$ cat src/rtl/memload_pkg.sv
package memload_pkg;
  typedef enum logic {
    MODE_RUN  = 1'b0,
    MODE_PROG = 1'b1
  } mode_e;
endpackage

$ cat src/rtl/bit_sync.sv
module bit_sync #(
  parameter int   STAGES  = 2,
  parameter logic RST_VAL = 1'b0
) (
  input  logic clk_i,
  input  logic rst_ni,
  input  logic d_i,
  output logic q_o
);
  logic [STAGES-1:0] chain_q;

  generate
    if (STAGES == 1) begin : g_one
      always_ff @(posedge clk_i or negedge rst_ni)
        if (!rst_ni) chain_q <= RST_VAL;
        else         chain_q <= d_i;
    end else begin : g_many
      always_ff @(posedge clk_i or negedge rst_ni)
        if (!rst_ni) chain_q <= {STAGES{RST_VAL}};
        else         chain_q <= {chain_q[STAGES-2:0], d_i};
    end
  endgenerate

  assign q_o = chain_q[STAGES-1];
endmodule

$ cat src/rtl/press_pulse.sv
module press_pulse #(
  parameter int STAGES = 2
) (
  input  logic clk_i,
  input  logic rst_ni,
  input  logic btn_i,
  output logic pulse_o
);
  logic btn_s, btn_last_q;

  bit_sync #(.STAGES(STAGES), .RST_VAL(1'b0)) u_sync (
    .clk_i (clk_i),
    .rst_ni(rst_ni),
    .d_i   (btn_i),
    .q_o   (btn_s)
  );

  always_ff @(posedge clk_i or negedge rst_ni)
    if (!rst_ni) btn_last_q <= 1'b0;
    else         btn_last_q <= btn_s;

  // one cycle per press, however long held
  assign pulse_o = btn_s & ~btn_last_q;
endmodule

$ cat src/rtl/prog_ram.sv
module prog_ram #(
  parameter int ADDR_W = 8,
  parameter int DATA_W = 8
) (
  input  logic              clk_i,
  input  logic              we_i,
  input  logic [ADDR_W-1:0] addr_i,
  input  logic [DATA_W-1:0] wdata_i,
  output logic [DATA_W-1:0] rdata_o
);
  localparam int DEPTH = 1 << ADDR_W;

  // volatile: no reset, contents lost at power-off
  logic [DATA_W-1:0] mem_q [DEPTH];

  always_ff @(posedge clk_i)
    if (we_i) mem_q[addr_i] <= wdata_i;

  assign rdata_o = mem_q[addr_i];
endmodule

$ cat src/rtl/memload_frontend.sv
module memload_frontend
  import memload_pkg::*;
#(
  parameter int ADDR_W      = 8,
  parameter int DATA_W      = 8,
  parameter int SYNC_STAGES = 2
) (
  input  logic              clk_i,
  input  logic              rst_ni,
  input  logic              prog_mode_i,
  input  logic [ADDR_W-1:0] man_addr_i,
  input  logic [DATA_W-1:0] man_data_i,
  input  logic              wr_btn_i,
  input  logic [ADDR_W-1:0] mar_i,
  input  logic              bus_oe_i,
  input  logic              bus_dir_i,
  input  logic [DATA_W-1:0] bus_i,
  output logic [DATA_W-1:0] bus_o,
  output logic              bus_drive_o,
  output logic [ADDR_W-1:0] ram_addr_o,
  output logic              prog_led_o,
  output logic              cpu_clk_en_o
);
  localparam logic [ADDR_W-1:0] RSVD_ADDR = '0;

  logic              mode_s;
  mode_e             mode;
  logic              wr_pulse;
  logic              man_wr, cpu_wr, ram_we;
  logic [DATA_W-1:0] ram_wd, ram_rd;

  // reset into program mode: bus released, CPU clock held
  bit_sync #(.STAGES(SYNC_STAGES), .RST_VAL(1'b1)) u_mode_sync (
    .clk_i (clk_i),
    .rst_ni(rst_ni),
    .d_i   (prog_mode_i),
    .q_o   (mode_s)
  );
  assign mode = mode_e'(mode_s);

  press_pulse #(.STAGES(SYNC_STAGES)) u_press (
    .clk_i  (clk_i),
    .rst_ni (rst_ni),
    .btn_i  (wr_btn_i),
    .pulse_o(wr_pulse)
  );

  always_comb begin
    ram_addr_o = (mode == MODE_PROG) ? man_addr_i : mar_i;
    // location 0 is skipped by the first fetch; keep it out of manual entry
    man_wr     = (mode == MODE_PROG) && wr_pulse && (man_addr_i != RSVD_ADDR);
    cpu_wr     = (mode == MODE_RUN) && bus_oe_i && !bus_dir_i;
    ram_we     = man_wr | cpu_wr;
    ram_wd     = (mode == MODE_PROG) ? man_data_i : bus_i;
  end

  prog_ram #(.ADDR_W(ADDR_W), .DATA_W(DATA_W)) u_ram (
    .clk_i  (clk_i),
    .we_i   (ram_we),
    .addr_i (ram_addr_o),
    .wdata_i(ram_wd),
    .rdata_o(ram_rd)
  );

  assign bus_drive_o  = (mode == MODE_RUN) && bus_oe_i && bus_dir_i;
  assign bus_o        = bus_drive_o ? ram_rd : '0;
  assign prog_led_o   = (mode == MODE_PROG);
  assign cpu_clk_en_o = (mode == MODE_RUN);
endmodule

$ cat config.mk
export PLATFORM = sky130hd
export DESIGN_NAME = memload_frontend
export DESIGN_NICKNAME = d
export VERILOG_FILES = /design/src/rtl/memload_pkg.sv /design/src/rtl/bit_sync.sv /design/src/rtl/press_pulse.sv /design/src/rtl/prog_ram.sv /design/src/rtl/memload_frontend.sv
export SDC_FILE = /design/constraint.sdc
export NUM_CORES = 2
export LEC_CHECK = 0
export BUFFER_PORTS_ARGS = -buffer_cell sky130_fd_sc_hd__buf_2
export CORE_UTILIZATION = 30
export DETAILED_ROUTE_END_ITERATION = 12
export RECOVER_POWER = 100
export SKIP_CTS_REPAIR_TIMING = 1
export SYNTH_ARGS = -nofsm -noshare
export SYNTH_HDL_FRONTEND = slang
export SYNTH_HIERARCHICAL = 1
export SYNTH_SLANG_ARGS = --single-unit
$ cat constraint.sdc
create_clock -name clk_i -period 4.7 [get_ports clk_i]
set_input_delay 0.705 -clock clk_i [delete_from_list [all_inputs] [get_ports clk_i]]
set_output_delay 0.705 -clock clk_i [all_outputs]
set_load 0.1 [all_outputs]
==> results.txt <==
- Pwr Total: 38700 uW
- In this run, the number of DRC markers left after iteration 0 of detailed routing was 4256.
- After detailed routing, the average wire length per cell comes to 25.9 um.
- First-pass iteration count of the detailed router: 7
- In the finished design, the share of the clock period the worst path needs comes to 117%.
- Synth Area in XOR/XNOR: 0%
* Number of endpoints with negative hold slack in the final report: 0
- After detailed routing, the met3 layer carries 15400 um of wire.
- The initial antenna violation count is 3.
- Critical register-to-register path startpoint: u_mode_sync/chain_q[1]$_DFF_PN1_
- The critical path in this run is classified as flop to primary output.
* Crit end category: primary output
- Number of port buffers: 56
* Power density normalized to cell area: 406 mW/mm^2
- Worst slew slack as a fraction of its limit: -87.5%
- Area after detailed placement: 0.0873 sq mm
- Global-route wire length before repair: 287000 um
- Horizontal die dimension: 514 um
- Filler cells: 23556
- Clk sink count: 2053
- TritonCTS built the clock tree.
- Slew of the pin with the lowest slew margin: 2.81 ns
- The most common cell in the synthesized netlist is sky130_fd_sc_hd__edfxtp_1.
- The die covers 0.265 sq mm.
- FF+latch count, synth: 2053
* Final GP Congestion: 0.851
- The sequential cells in the finished layout cover a total of 0.0616 sq mm.
- Result of the run: complete, but fails checks
* Gate count after technology mapping: 3579
* Floorplan die height: 514 um
- Based on the critical path, the design can be clocked at up to 0.182 GHz.
* Simple logic cell fraction of the synthesized area: 1.84%
- In this run the mean area of a mapped cell was 22.0 sq um.
* Top cell types by occurrence after synthesis: 2048 x sky130_fd_sc_hd__edfxtp_1, 512 x sky130_fd_sc_hd__mux4_2, 256 x sky130_fd_sc_hd__a22oi_1, 232 x sky130_fd_sc_hd__nor2_1, 145 x sky130_fd_sc_hd__clkbuf_1
- Via Count: 39695
- Yosys cell types: 31
- Counting flops with an async set or reset pin after synthesis yields a share of 0.244%.
- Layout Cell Area excl Fill: 0.0952 sq mm
- Entering global routing, the biggest net connects 149 pins.
* Arithmetic-cell share of the synthesized area counting full adders, half adders and majority gates: 0%
- Total routed wirelength: 203000 um
- Clock-pin slew was measured on the worst setup and hold paths at 0.07 ns.
- At the worst endpoint, the required time is 3.99 ns.
- The worst register-to-register path has a depth of 6.
- Maximum Capacitance Violations: 1
- Critical Path AT: 4.78 ns
- Number of nets in the layout: 4220
- Of the cells placed in the final design, the portion with a size suffix greater than 1 is 36.5%.
* H-tree lvl count: 4
- Clock latency on the worst-skew pair, taken at its later pin, is 0.83 ns.
- The multi-input combinational cells in the finished layout cover a total of 0.0170 sq mm.
- Count of boundary I/O pins: 57
- Multiplexer cells account for 14.9% of the synthesized area.
- Most used flip-flop cell after synthesis: sky130_fd_sc_hd__edfxtp_1
- Counting every net in the synthesized netlist gives 3617.
- The clock passes through at most 3 buffers.
- Top layer used by detailed routing: met4
* Minimum clock period after layout: 5.49 ns
* Startpoint class of the critical path: flop
* Sequential element share of the synthesized area: 78.2%
- By area, the combinational part of the netlist is dominated by multiplexers.
- Worst setup slack before clock tree synthesis: -0.905 ns
- Detail Route met2 WL: 97800 um
* Met1 routed wirelength after detailed routing: 83700 um
- Syn-to-layout area delta: 20.8%
- Measured on the finished design, the core utilization comes to 36.5%.
- Via count of the first global-routing pass: 39860
- Netlist Area Pre-Place: 0.0788 sq mm
* Max VDD drop: 294 uV
- Unrepaired setup endpoints after global routing: yes
* Synthesized-area fraction occupied by ao, oa, aoi and oai cells: 3.62%
* Via-per-instance ratio: 5.05
- Detailed placement finished with a half-perimeter wire length of 124000 um.
* EDFF count, synth: 2048
* Violations in the final reports: max-capacitance violations, max-slew violations, negative setup slack
- In this run the clock root is driven by a sky130_fd_sc_hd__clkbuf_16.
* Worst-path maximum fanout: 15
- Placement row count: 187
- Number of buffers added by the clock tree synthesis step: 193
- Number of warnings reported in the yosys synthesis log: 6
* Number of design rule violations left after detail routing: 0
- Global routing usage summed across all routing layers: 14.9%
- Clk_skew: 0.0275 ns
* Type of the worst min-delay path: input pin to async pin
* Area fraction of the dominant cell type after synthesis: 78.1%
- Across all setup checks in the final design, the least slack found is -0.787 ns.
- Leakage: 0.0296 uW
* Reg2Reg Setup Slack: 0.12 ns
- Initial core utilization: 30.2%
- Largest cells by area after synthesis: sky130_fd_sc_hd__edfxtp_1 78%, sky130_fd_sc_hd__mux4_2 15%, sky130_fd_sc_hd__a22oi_1 2.4%
* Final Max Tran Viols: 74
- Placeable Area: 0.260 sq mm
- Summed over all layers, the global routing overflow is 0.
- The worst register-to-register path ends at u_ram/mem_q[3][5]$_DFFE_PP_.
* Final ANT Viol Nets: 0
* Yosys top cell by area: sky130_fd_sc_hd__edfxtp_1
* Total setup violations reported at the end of the flow: 8
==> registers in the layout (all words and copies together), names as in the netlist <==
register	cells
u_ram/mem_q	2048
u_mode_sync/chain_q	2
u_press/u_sync/chain_q	2
u_press/btn_last_q	1
==> cells by family after synthesis <==
kind of cell | after synthesis
mux | 528
buf+inv | 237
compound gates | 418
simple gates | 343
flops | 2053
==> metal layers <==
layer / global-route usage (%) / vias up
met5: 0 / -
met4: 5.14 / 0
met3: 2.73 / 295
met2: 23.9 / 1591
met1: 20.3 / 21358
li1: - / 16451
==> metrics by stage <==
| step | cells | setup TNS, ns | hold slack (ns) |
|---|---|---|---|
| 2_1_floorplan | 3579 | 0 | 0.331 |
| 3_3_place_gp | 7420 | -4.05 | 0.348 |
| 3_5_place_dp | 7420 | -3.98 | 0.351 |
| 4_1_cts | 7774 | -8.93 | -0.367 |
| 5_1_grt | 7854 | -12.55 | 0.295 |
| 6_report | 7856 | -5.01 | 0.315 |
==> worst max-delay path, stage by stage (launching register included) <==
cell	delay [ns]
sky130_fd_sc_hd__dfstp_2	0.57
sky130_fd_sc_hd__buf_4	0.14
sky130_fd_sc_hd__buf_12	0.15
sky130_fd_sc_hd__mux2_8	0.48
sky130_fd_sc_hd__buf_16	0.20
sky130_fd_sc_hd__buf_12	0.16
sky130_fd_sc_hd__buf_4	0.15
sky130_fd_sc_hd__mux4_2	0.28
sky130_fd_sc_hd__a22oi_2	0.19
sky130_fd_sc_hd__a21oi_2	0.10
sky130_fd_sc_hd__o41ai_4	0.53
sky130_fd_sc_hd__buf_4	0.20
sky130_fd_sc_hd__nand4_1	0.28
sky130_fd_sc_hd__and2_4	0.31
sky130_fd_sc_hd__buf_12	0.16
==> where the power goes <==
part	internal [uW]	switching [uW]	leakage, uW	total [uW]
clock	8360	6820	0.00295	15200
sequential	20300	5.05	0.0185	20300
combinational	1260	1920	0.00819	3180
==> how the worst max path moves through the flow <==
| stage | start | endpoint | slack, ns | depth (start not counted) |
|---|---|---|---|---|
| after global placement | mar_i[0] | bus_o[7] | -0.96 | 12 |
| final | u_mode_sync/chain_q[1]$_DFF_PN1_ | bus_o[7] | -0.79 | 14 |
| after CTS | u_mode_sync/chain_q[1]$_DFF_PN1_ | bus_o[7] | -1.52 | 13 |
| after floorplan | u_mode_sync/chain_q[1]$_DFF_PN1_ | bus_o[0] | 0.1 | 11 |
| after detailed placement | mar_i[0] | bus_o[7] | -0.91 | 12 |
| after global routing | u_mode_sync/chain_q[1]$_DFF_PN1_ | bus_o[7] | -0.82 | 14 |
==> placed cells by master (no fill, tap or decap), drive strengths merged, types with 2 or more instances in the layout <==
| cell type | instances |
|---|---|
| edfxtp | 2048 |
| buf | 624 |
| mux4 | 512 |
| clkbuf | 259 |
| a22oi | 256 |
| nor2 | 232 |
| a21oi | 128 |
| clkinv | 80 |
| o41ai | 32 |
| nor3 | 30 |
| nand2 | 29 |
| diode | 19 |
| mux2 | 18 |
| bufinv | 13 |
| nand3 | 13 |
| inv | 13 |
| and2 | 11 |
| nand4 | 8 |
| nor2b | 8 |
| clkinvlp | 7 |
| nand2b | 6 |
| dfrtp | 3 |
| dfstp | 2 |
| or2 | 2 |
| or4 | 2 |
==> final cells by class <==
type | count | area share [%]
flip-flops and latches | 2053 | 64.8
repair buffers | 641 | 6.31
clock inverters | 111 | 1.08
inverters | 2 | 0.00789
clock buffers | 243 | 5.29
well taps | 3496 | 4.60
multi-input cells | 1291 | 17.9
diodes | 19 | 0.0500
Power figures use the tool's default switching activity.
